===== src/rtl/wdw_pkg.sv =====
package wdw_pkg;

    typedef enum logic [2:0] {
        ST_UV     = 3'd0,
        ST_POR    = 3'd1,
        ST_CLOSED = 3'd2,
        ST_OPEN   = 3'd3,
        ST_PULSE  = 3'd4
    } wdw_state_e;

    typedef struct packed {
        logic good;
        logic fault;
        logic miss;
    } wdw_evt_t;

    function automatic logic is_running(wdw_state_e s);
        return (s == ST_CLOSED) || (s == ST_OPEN);
    endfunction

    function automatic int unsigned max4(int unsigned a, int unsigned b,
                                         int unsigned c, int unsigned d);
        int unsigned m;
        m = a;
        if (b > m) m = b;
        if (c > m) m = c;
        if (d > m) m = d;
        return m;
    endfunction

    function automatic int unsigned cnt_width(int unsigned maxval);
        return (maxval > 1) ? $clog2(maxval + 1) : 1;
    endfunction

endpackage


===== src/rtl/wdw_sync_fall.sv =====
module wdw_sync_fall #(
    parameter int unsigned STAGES = 2
) (
    input  logic clk,
    input  logic rst,
    input  logic din,
    output logic fall
);
    // sr[STAGES-1] is the synchronized value, sr[STAGES] its previous value
    logic [STAGES:0] sr;

    always_ff @(posedge clk) begin
        if (rst) sr <= '1;
        else     sr <= {sr[STAGES-1:0], din};
    end

    assign fall = sr[STAGES] & ~sr[STAGES-1];
endmodule


===== src/rtl/wdw_uv_filter.sv =====
module wdw_uv_filter
    import wdw_pkg::*;
#(
    parameter int unsigned FILT_CYC = 4
) (
    input  logic clk,
    input  logic rst,
    input  logic uv_i,
    output logic uv_hit
);
    localparam int unsigned FW = cnt_width(FILT_CYC);

    logic [FW-1:0] cnt;

    always_ff @(posedge clk) begin
        if (rst || !uv_i)             cnt <= '0;
        else if (cnt != FW'(FILT_CYC)) cnt <= cnt + 1'b1;
    end

    assign uv_hit = (cnt == FW'(FILT_CYC));
endmodule


===== src/rtl/wdw_timer.sv =====
module wdw_timer
    import wdw_pkg::*;
#(
    parameter int unsigned CLOSED_CYC = 20,
    parameter int unsigned OPEN_CYC   = 20,
    parameter int unsigned PULSE_CYC  = 5,
    parameter int unsigned POR_CYC    = 30
) (
    input  logic       clk,
    input  logic       rst,
    input  logic       svc_fall,
    input  logic       uv_hit,
    output wdw_state_e st,
    output wdw_evt_t   evt
);
    localparam int unsigned TMAX = max4(CLOSED_CYC, OPEN_CYC, PULSE_CYC, POR_CYC);
    localparam int unsigned CW   = cnt_width(TMAX);

    logic [CW-1:0] cnt, cnt_n;
    wdw_state_e    st_n;

    always_comb begin
        st_n  = st;
        cnt_n = cnt + 1'b1;
        evt   = '0;
        if (uv_hit) begin
            st_n  = ST_UV;
            cnt_n = '0;
        end else begin
            unique case (st)
                ST_UV: begin
                    st_n  = ST_POR;
                    cnt_n = '0;
                end
                ST_POR: begin
                    if (cnt == CW'(POR_CYC - 1)) begin
                        st_n  = ST_CLOSED;
                        cnt_n = '0;
                    end
                end
                ST_CLOSED: begin
                    if (svc_fall) begin
                        evt.fault = 1'b1;
                        st_n      = ST_PULSE;
                        cnt_n     = '0;
                    end else if (cnt == CW'(CLOSED_CYC - 1)) begin
                        st_n  = ST_OPEN;
                        cnt_n = '0;
                    end
                end
                ST_OPEN: begin
                    if (svc_fall) begin
                        evt.good = 1'b1;
                        st_n     = ST_CLOSED;
                        cnt_n    = '0;
                    end else if (cnt == CW'(OPEN_CYC - 1)) begin
                        evt.miss = 1'b1;
                        st_n     = ST_PULSE;
                        cnt_n    = '0;
                    end
                end
                ST_PULSE: begin
                    if (cnt == CW'(PULSE_CYC - 1)) begin
                        st_n  = ST_CLOSED;
                        cnt_n = '0;
                    end
                end
                default: begin
                    st_n  = ST_POR;
                    cnt_n = '0;
                end
            endcase
        end
    end

    always_ff @(posedge clk) begin
        if (rst) begin
            st  <= ST_POR;
            cnt <= '0;
        end else begin
            st  <= st_n;
            cnt <= cnt_n;
        end
    end
endmodule


===== src/rtl/wdw_enable_qual.sv =====
module wdw_enable_qual
    import wdw_pkg::*;
#(
    parameter int unsigned GOOD_NEED = 3
) (
    input  logic       clk,
    input  logic       rst,
    input  wdw_evt_t   evt,
    input  logic       uv_hit,
    input  wdw_state_e st,
    output logic       en_ok
);
    localparam int unsigned GW = cnt_width(GOOD_NEED);

    logic [GW-1:0] good_cnt;
    logic          clr;

    assign clr = uv_hit || evt.fault || evt.miss || !is_running(st);

    always_ff @(posedge clk) begin
        if (rst || clr)
            good_cnt <= '0;
        else if (evt.good && good_cnt != GW'(GOOD_NEED))
            good_cnt <= good_cnt + 1'b1;
    end

    assign en_ok = (good_cnt == GW'(GOOD_NEED));
endmodule


===== src/rtl/wdw_sup.sv =====
module wdw_sup
    import wdw_pkg::*;
#(
    parameter int unsigned CLOSED_CYC  = 2000,
    parameter int unsigned OPEN_CYC    = 2000,
    parameter int unsigned PULSE_CYC   = 100,
    parameter int unsigned POR_CYC     = 5000,
    parameter int unsigned FILT_CYC    = 150,
    parameter int unsigned GOOD_NEED   = 3,
    parameter int unsigned SYNC_STAGES = 2
) (
    input  logic clk,
    input  logic rst,
    input  logic svc_n_i,
    input  logic uv_i,
    output logic rst_n_o,
    output logic en_n_o
);
    logic       svc_fall;
    logic       uv_hit;
    logic       en_ok;
    wdw_state_e st;
    wdw_evt_t   evt;

    wdw_sync_fall #(.STAGES(SYNC_STAGES)) u_sync (
        .clk(clk), .rst(rst), .din(svc_n_i), .fall(svc_fall)
    );

    wdw_uv_filter #(.FILT_CYC(FILT_CYC)) u_uv (
        .clk(clk), .rst(rst), .uv_i(uv_i), .uv_hit(uv_hit)
    );

    wdw_timer #(
        .CLOSED_CYC(CLOSED_CYC), .OPEN_CYC(OPEN_CYC),
        .PULSE_CYC(PULSE_CYC),   .POR_CYC(POR_CYC)
    ) u_timer (
        .clk(clk), .rst(rst), .svc_fall(svc_fall), .uv_hit(uv_hit),
        .st(st), .evt(evt)
    );

    wdw_enable_qual #(.GOOD_NEED(GOOD_NEED)) u_qual (
        .clk(clk), .rst(rst), .evt(evt), .uv_hit(uv_hit), .st(st),
        .en_ok(en_ok)
    );

    // undervoltage overrides the registered state in the same cycle
    assign rst_n_o = is_running(st) && !uv_hit;
    assign en_n_o  = !(en_ok && rst_n_o);
endmodule


===== config.mk =====
export PLATFORM = sky130hd
export DESIGN_NAME = wdw_sup
export DESIGN_NICKNAME = d
export VERILOG_FILES = /design/src/rtl/wdw_pkg.sv /design/src/rtl/wdw_sync_fall.sv /design/src/rtl/wdw_uv_filter.sv /design/src/rtl/wdw_timer.sv /design/src/rtl/wdw_enable_qual.sv /design/src/rtl/wdw_sup.sv
export SDC_FILE = /design/constraint.sdc
export NUM_CORES = 1
export LEC_CHECK = 0
export CAP_MARGIN = 10
export CORE_MARGIN = 2
export CORE_UTILIZATION = 35
export CTS_CLUSTER_DIAMETER = 120
export DETAILED_ROUTE_END_ITERATION = 6
export GPL_TIMING_DRIVEN = 0
export PLACE_DENSITY = 0.63
export SLEW_MARGIN = 20
export SYNTH_ARGS = -nofsm -noshare
export SYNTH_HDL_FRONTEND = slang
export SYNTH_SLANG_ARGS = --single-unit

===== constraint.sdc =====
create_clock -name clk -period 4.31 [get_ports clk]
set_input_delay 0.431 -clock clk [delete_from_list [all_inputs] [get_ports clk]]
set_output_delay 0.431 -clock clk [all_outputs]
set_load 0.005 [all_outputs]

## Word-level counts from Yosys, hierarchy flattened

Index checks and enable logic that the tools add are counted.

| storage, ports and cells | value |
|---|---|
| logic and storage cells | 67 |
| output and inout bits | 2 |
| bits in registers | 29 |

| cells by class | value |
|---|---|
| bitwise operators | 2 |
| equality and inequality tests | 19 |
| muxes and demuxes | 20 |
| $add $sub $neg | 3 |
| reductions and logical operators | 17 |

Operators by type and width:

| kind | count |
|---|---|
| $mux W13 | 4 |
| $pmux W13 S3 | 1 |
| $mux W3 | 7 |
| $add A13 B1 Y13 const B | 1 |
| $eq A13 B11 Y1 const B | 1 |
| $eq A13 B13 Y1 const B | 1 |
| $eq A13 B7 Y1 const B | 1 |
| $pmux W3 S4 | 1 |
| $add A8 B1 Y8 const B | 1 |
| $eq A8 B8 Y1 const B | 1 |
| $ne A4 B2 Y1 const B | 2 |
| $ne A8 B8 Y1 const B | 1 |
| $reduce_and A4 Y1 | 2 |
| $mux W1 | 7 |
| $eq A3 B2 Y1 const B | 2 |
| $logic_or A1 B1 Y1 | 6 |
| $ne A3 B1 Y1 const B | 2 |
| $ne A3 B2 Y1 const B | 2 |
| $logic_not A1 Y1 | 4 |
| $ne A2 B1 Y1 const B | 2 |
| $reduce_or A2 Y1 | 2 |
| $eq A3 B1 Y1 const B | 1 |
| $eq A3 B3 Y1 const B | 1 |
| $logic_and A1 B1 Y1 | 3 |
| other kinds (5) | 5 |

## Depth between registers and ports, before layout

Gate-level depths: netlist of the first run.

| depth | value |
|---|---|
| word-level depth | 9 |
| gate-level depth with buffers | 8 |
| mapped depth without buffers | 7 |

## Cells and area by module

Synthesis of the first run repeated with hierarchy kept, for this count alone.

| unflattened totals | value |
|---|---|
| cells, all modules | 171 |
| area total of the unflattened synthesis | 1595.3 um^2 |

By module, submodules not included:

| module | instances | cells each | area each (um^2) |
|---|---|---|---|
| wdw_timer | 1 | 111 | 985.9 |
| wdw_uv_filter | 1 | 41 | 395.4 |
| wdw_enable_qual | 1 | 10 | 105.1 |
| wdw_sync_fall | 1 | 7 | 85.1 |
| wdw_sup | 1 | 2 | 23.8 |

## Least setup slack after synthesis of the first run

No wires, ideal clock.

| path | value |
|---|---|
| path kind | reg2reg |
| from | register u_timer.cnt[5] |
| to | register u_timer.st[2] |
| buffers on the path | 0 |
| period minus slack after synthesis | 2.008 ns |
| slack | 2.302 ns |
| cell stages (with the launch flop) | 6 |
| arrival | 1.946 ns |
| cells stage by stage | dfxtp_1 or4b_1 or4_4 and3_4 o32a_1 nor2_2 |

| on the way | value |
|---|---|
| longest elaborated chain between the ends | 3 |
| elaborated cells between the ends (all ways) | 8 |
| classes of those cells | 7 x eq/ne; 1 x reduce/logical |

Ends and longest elaborated chain:

| element | RTL line | RTL |
|---|---|---|
| start, declared | wdw_timer.sv:19 | `logic [CW-1:0] cnt, cnt_n;` |
| start signal, assigned | wdw_timer.sv:82 | `cnt <= cnt_n;` |
| $eq A13 B11 Y1, or another cell as far along | wdw_timer.sv:46, wdw_timer.sv:56 |  |
| $ne A3 B2 Y1 (no source line) or $ne A2 B1 Y1 (tied branches) | - |  |
| $reduce_and A4 Y1 (no source line) (*) | - |  |
| end signal, assigned | wdw_timer.sv:81 | `st <= st_n;` |
| end, declared | wdw_timer.sv:13 | `output wdw_state_e st,` |

Mark *: on every way between the ends. The rest lies on a longest branch, timed or not.
A chain may end at the register's enable or synchronous reset.

## Worst setup path in the final report of the first run

| path | value |
|---|---|
| from | register u_uv.cnt[0] |
| to | output port en_n_o |

| on the way | value |
|---|---|
| longest elaborated chain between the ends | 5 |

Ends and longest elaborated chain:

| element | RTL line | RTL |
|---|---|---|
| start, declared | wdw_uv_filter.sv:13 | `logic [FW-1:0] cnt;` |
| start signal, assigned | wdw_uv_filter.sv:17 | `else if (cnt != FW'(FILT_CYC)) cnt <= cnt + 1'b1;` |
| $eq A8 B8 Y1 | wdw_uv_filter.sv:20 | `assign uv_hit = (cnt == FW'(FILT_CYC));` |
| $logic_not A1 Y1 | wdw_sup.sv:47 | `assign rst_n_o = is_running(st) && !uv_hit;` |
| $logic_and A1 B1 Y1 | wdw_sup.sv:47 |  |
| $logic_and A1 B1 Y1 | wdw_sup.sv:48 | `assign en_n_o = !(en_ok && rst_n_o);` |
| $logic_not A1 Y1 | wdw_sup.sv:48 |  |
| end, declared | wdw_sup.sv:17 | `output logic en_n_o` |

No other way between the ends.

==> results.py, run 1 <==
metrics = {
    "global_route": {
        "antenna_found_initial": 0,
        "grt_pass1_vias": 1103,
        "grt_start_max_net_pins": 11,
        "grtUsageTotal_pct": 13.9,
        "grt_pass1_wl_um": 4710,
        "grt_overflow_total": 0,
    },
    "finish": {
        "multi_input_area_um2": 793,
        "final_cell_mix": "nor2_1 (31), dfxtp_1 (29), nand3_1 (11), xor2_1 (11)",
        "fin_cells": 222,
        "nNetsFinal": 182,
        "diodes": 0,
        "final_common_cell": "nor2_1",
        "area_delta_synth_final_pct": 14.1,
        "drive_above_1_share_pct": 8.62,
        "regArea_um2": 581,
        "nFillCells": 385,
        "fin_area_um2": 1590,
    },
    "floorplanning": {
        "core_um2": 3740,
        "start_util_pct": 37.3,
        "ioPinCount": 6,
        "fp-row-count": 22,
        "die_h_um": 67.2,
        "die_w_um": 67.2,
        "dieArea_um2": 4510,
    },
    "yosys": {
        "syn_inst": 162,
        "syn_nets": 170,
        "synth-edff-count": 0,
        "async_flop_share_pct": 0,
        "synthFlopType": "dfxtp_1",
        "yosysSeqAreaShare_pct": 41.5,
        "avgSynthCellArea_um2": 8.63,
        "yosysUniqueCellTypes": 35,
        "netlist_area_um2": 1400,
        "ys_ff_latch": 29,
        "yosysWarnings": 0,
    },
    "setup_path": {
        "cp_slowest_stage_delay_ps": 730,
        "r2r-start": "u_timer.cnt[0]$_SDFF_PP0_",
        "r2r_end": "u_timer.cnt[5]$_SDFF_PP0_",
        "cp-start-kind": "flip-flop",
        "crit_path_frequent_cell": "nand2_1",
        "endpoint_kind": "output pin",
        "arrival_ps": 2420,
        "cp_num_cells": 7,
        "slowest_stage": "nor4_1",
        "cp_cell_sequence": "inv_1 -> ha_1 -> nand2_1 -> nor4_1 -> nor2_1 -> nand2_1 -> clkdlybuf4s50_1",
        "crit_required_ps": 3880,
        "path_buf_inv": 2,
        "ff2ff_setup_slack_ps": 2060,
        "crit_family": "simple AND/OR/NAND/NOR gates",
        "startpoint": "u_uv.cnt[0]$_SDFFE_PP0N_",
        "critical_path_class": "reg2out",
        "crit_end": "en_n_o",
        "cp_max_fo": 6,
        "reg2reg_depth": 7,
    },
    "power_and_ir_drop": {
        "ir_drop_uv": 180,
        "power_per_cell_area_nw_per_um2": 438,
        "fin_total_pwr_w": 0.000698,
        "p_leak_nw": 0.581,
    },
    "clock_network": {
        "cts-root-buf": "clkbuf_8",
        "htree_levels": 2,
        "cts_resized": 0,
        "cts_buffer_depth": 2,
        "postCtsHoldBufs": 0,
        "post_cts_buffers": 0,
        "cts_sinks": 29,
        "clock_latency_ps": 280,
        "cts_buffers": 5,
        "cts_tree": "yes",
        "clkTransAtPathRegs_ps": 60,
    },
    "placement": {
        "portBuffers": 5,
        "postPlaceCellArea_um2": 1510,
        "dp_cells": 215,
        "gp_congestion": 0.749,
        "dp_hpwl_um": 1940,
        "dp_slack_ps": 1710,
    },
    "timing": {
        "fin_setup_tns_ps": 0,
        "fin_crit_ps": 2850,
        "relSlewSlack_pct": 40.7,
        "hold_violations": 0,
        "min_period_over_period_pct": 66.0,
        "layout_setup_ws_ps": 1460,
        "grt_setup_unrepaired": "no",
        "tightest_slew_ps": 881,
        "finClkSkew_ps": 6.84,
        "fmax_mhz": 351,
        "finalSetupViolations": 0,
        "slew_violations": 0,
    },
    "route": {
        "route.detailed.drc": 0,
        "first_pass_iters": 4,
        "ant_nets": 0,
        "wl_per_cell_um": 11.5,
        "via_count": 1123,
        "dr.first_iter.drc_count": 47,
        "routed_wl_um": 2550,
        "via_per_inst": 5.06,
    },
    "outcome": {
        "status": "completed",
    },
    "hold_path": {
        "hold_path.class": "reg2reg",
    },
    "run": {
        "maxCapViolations": 0,
    },
}
## cells by family (layout without fill, tap and decap cells)
family | count (synthesis) | count (layout) | synth area share, %
AND/OR/NAND/NOR | 88 | 88 | 32.9
flip-flops | 29 | 29 | 41.5
XOR/XNOR | 21 | 21 | 13.2
AO/OA/AOI/OAI | 12 | 12 | 5.73
buffers and inverters | 6 | 18 | 1.70
adder cells (fa/ha/maj) | 4 | 4 | 3.58
multiplexers | 2 | 2 | 1.43
## how the worst min path moves through the flow
stage	from	endpoint	cells after the start
floorplan	u_sync.sr[0]$_SDFF_PP1_	u_sync.sr[1]$_SDFF_PP1_	1
global placement	u_sync.sr[0]$_SDFF_PP1_	u_sync.sr[1]$_SDFF_PP1_	1
detailed placement	u_sync.sr[0]$_SDFF_PP1_	u_sync.sr[1]$_SDFF_PP1_	1
CTS	u_sync.sr[0]$_SDFF_PP1_	u_sync.sr[1]$_SDFF_PP1_	1
global route	u_sync.sr[0]$_SDFF_PP1_	u_sync.sr[1]$_SDFF_PP1_	1
finish	u_sync.sr[0]$_SDFF_PP1_	u_sync.sr[1]$_SDFF_PP1_	1
## where the power goes
group | internal, W | switching, W | leakage [nW] | total (W)
Combinational | 0.0000791 | 0.0000906 | 0.301 | 0.000170
Clock | 0.000126 | 0.0000980 | 0.0443 | 0.000224
Sequential | 0.000288 | 0.0000160 | 0.235 | 0.000304
Total | 0.000494 | 0.000205 | 0.581 | 0.000698
## synthesized netlist by cell type (all sizes together), types with 2 or more instances
cell	instances	area, um2
nor2	32	123
nand2b	4	25.0
clkbuf	2	7.51
or2	4	25.0
xnor2	10	87.6
ha	4	50.1
and3	4	30.0
inv	3	11.3
nand3b	4	30.0
nand3	11	55.1
dfxtp	29	581
nand2	10	37.5
nor3	2	10.0
or3	2	12.5
nor2b	3	18.8
a21oi	4	20.0
or4	4	33.8
nor4	4	25.0
xor2	11	96.3
o21ai	2	10.0
mux2i	2	20.0
## flip-flops by register name, summed over array words and instances (netlist names)
register	flops
u_qual.good_cnt	2
u_timer.st	3
u_sync.sr	3
u_timer.cnt	13
u_uv.cnt	8
## routing by layer
metal / vias up / global-route usage (%) / part of all wire (%)
li1: 577 / - / -
met5: - / 0 / 0
met4: 0 / 7.91 / 2.6
met2: 10 / 22.9 / 47
met1: 529 / 16.1 / 47
met3: 7 / 4.17 / 3.4
## area by class of cell
class	count	share of cell area [%]
clock buffers	7	5.42
flip-flops and latches	29	36.4
well taps	48	3.77
multi-input cells	127	49.8
repair buffers	5	3.14
inverters	3	0.706
plain buffers	3	0.785
## metrics by stage
step	utilization (%)	hold slack, ps
floorplan	-	389
global placement	40.3	391
detailed placement	40.3	393
CTS	42.6	407
global route	42.6	443
finish	42.6	407
(Power assumes the default switching activity.)
==> inputs of run 2 (changes only) <==
clock period = 2.8 ns   (was 4.31 ns; I/O delays follow)
==> run 2 against run 1 <==
  * Flip-flop and latch count unchanged
  * First-iteration DRC count up 15%
  * Critical endpoint unchanged
  * Non-clock buffer count unchanged
  * Power up 54%
==> results.py, run 2 (synthesis gave the netlist of run 1 again) <==
metrics = {
    "outcome": {
        "status": "completed",
    },
    "route": {
        "wl_per_cell_um": 11.6,
        "first_pass_iters": 4,
        "routed_wl_um": 2570,
        "route.detailed.drc": 0,
        "ant_nets": 0,
        "dr.first_iter.drc_count": 54,
        "via_count": 1131,
        "via_per_inst": 5.09,
    },
    "placement": {
        "gp_congestion": 0.749,
        "portBuffers": 5,
        "dp_hpwl_um": 1940,
        "postPlaceCellArea_um2": 1510,
        "dp_slack_ps": 352,
    },
    "floorplanning": {
        "dieArea_um2": 4510,
        "die_w_um": 67.2,
        "ioPinCount": 6,
        "fp-row-count": 22,
        "core_um2": 3740,
        "die_h_um": 67.2,
        "start_util_pct": 37.3,
    },
    "finish": {
        "largest-register": "u_timer.cnt",
        "nNetsFinal": 182,
        "multi_input_area_um2": 800,
        "diodes": 0,
        "regArea_um2": 581,
        "nFillCells": 383,
        "final_common_cell": "nor2_1",
        "reg_top3": "u_timer.cnt: 13 flops, u_uv.cnt: 8 flops",
        "drive_above_1_share_pct": 9.20,
        "largest_reg_flops": 13,
        "final_cell_mix": "nor2_1 (31), dfxtp_1 (29), nand3_1 (11), xor2_1 (11)",
        "fin_area_um2": 1600,
        "area_delta_synth_final_pct": 14.5,
    },
    "power_and_ir_drop": {
        "ir_drop_uv": 276,
        "comb_power_share_pct": 24.2,
        "fin_total_pwr_w": 0.00107,
        "p_seq_share_pct": 43.7,
        "power_per_cell_area_nw_per_um2": 670,
        "power.switching_w": 0.000313,
        "swShare_pct": 29.2,
        "p_clk_share_pct": 32.1,
        "p_int_w": 0.000760,
        "p_leak_nw": 0.581,
    },
    "clock_network": {
        "cts-root-buf": "clkbuf_8",
        "cts_sinks": 29,
        "cts_buffers": 5,
        "htree_levels": 2,
        "clkTransAtPathRegs_ps": 60,
        "cts_tree": "yes",
        "post_cts_buffers": 0,
        "clock_latency_ps": 280,
        "cts_buffer_depth": 2,
    },
    "timing": {
        "layout_setup_ws_ps": 341,
        "slew_violations": 0,
        "fin_crit_ps": 2460,
        "relSlewSlack_pct": 61.7,
        "min_period_over_period_pct": 87.8,
        "hold_violations": 0,
        "fin_setup_tns_ps": 0,
        "tightest_slew_ps": 570,
        "finalSetupViolations": 0,
        "grt_setup_unrepaired": "no",
        "fmax_mhz": 407,
        "finClkSkew_ps": 7.52,
    },
    "global_route": {
        "antenna_found_initial": 0,
        "grt_pass1_vias": 1103,
        "grtUsageTotal_pct": 13.9,
        "grt_start_max_net_pins": 11,
        "grt_pass1_wl_um": 4710,
        "grt_overflow_total": 0,
    },
    "setup_path": {
        "crit_required_ps": 2520,
        "critical_path_class": "reg2out",
        "cp_cell_sequence": "ha_1 -> nand2_1 -> nor4_2 -> nor2_1 -> nand2_1 -> clkdlybuf4s50_1",
        "cp_max_fo": 6,
        "crit_path_frequent_cell": "nand2_1",
        "arrival_ps": 2180,
        "endpoint_kind": "output pin",
        "cp-start-kind": "flip-flop",
        "ff2ff_setup_slack_ps": 550,
        "slowest_stage": "nor4_2",
        "cp_slowest_stage_delay_ps": 500,
    },
    "run": {
        "maxCapViolations": 0,
    },
    "hold_path": {
        "hold_path.class": "reg2reg",
    },
}
## run 2: cell types whose count changed in the layout (fill, tap and decap cells not counted)
cell	previous run	this run
nor4_1	4	3
nor4_2	0	1
## run 2: power groups by stage
stage,clock network [W],logic [W],registers [W]
global route,0.000376,0.000299,0.000474
CTS,0.000351,0.000265,0.000467
global placement,0,0.000252,0.000475
detailed placement,0,0.000264,0.000476
floorplan,0,0.000202,0.000471
finish,0.000344,0.000260,0.000468
## run 2: layer usage
layer  up-vias  wire (um)  global-route usage (%)
met5         -          0                       0
met1       535       1190                    16.1
li1        577          -                       -
met2        12       1220                    22.9
met4         0         66                    7.91
met3         7         93                    4.17
## run 2: timing repair
action	4_1_cts	5_1_grt
resized for setup	0	1
hold buffers	0	0
setup endpoints to repair	0	2
## run 2: area by class of cell
type,count,area share (%)
multi-input cells,127,50.0
flip-flops and latches,29,36.3
clock buffers,7,5.39
well taps,48,3.75
repair buffers,5,3.13
plain buffers,3,0.782
inverters,3,0.704
## run 2: worst paths after layout
| kind | depth (start not counted) | startpoint | end |
|---|---|---|---|
| max | 6 | u_uv.cnt[1]$_SDFFE_PP0N_ | en_n_o |
| min reg2reg | 1 | u_sync.sr[0]$_SDFF_PP1_ | u_sync.sr[1]$_SDFF_PP1_ |
| max reg2reg | 7 | u_timer.cnt[0]$_SDFF_PP0_ | u_timer.cnt[5]$_SDFF_PP0_ |
| min | 1 | u_sync.sr[0]$_SDFF_PP1_ | u_sync.sr[1]$_SDFF_PP1_ |
## run 2: stage by stage
| stage | hold slack (ps) | instances | utilization (%) |
|---|---|---|---|
| 5_1_grt | 443 | 222 | 42.7 |
| 4_1_cts | 407 | 222 | 42.6 |
| 3_3_place_gp | 391 | 215 | 40.3 |
| 2_1_floorplan | 384 | 162 | - |
| 6_report | 407 | 222 | 42.7 |
| 3_5_place_dp | 393 | 215 | 40.3 |
## run 2: worst max-delay path, delay by kind of cell, from the launching register on
kind / cells / cell delay [ps]
AND/OR/NAND/NOR: 4 / 790
buffers and inverters: 1 / 490
flip-flops: 1 / 430
adder cells (fa/ha/maj): 1 / 190
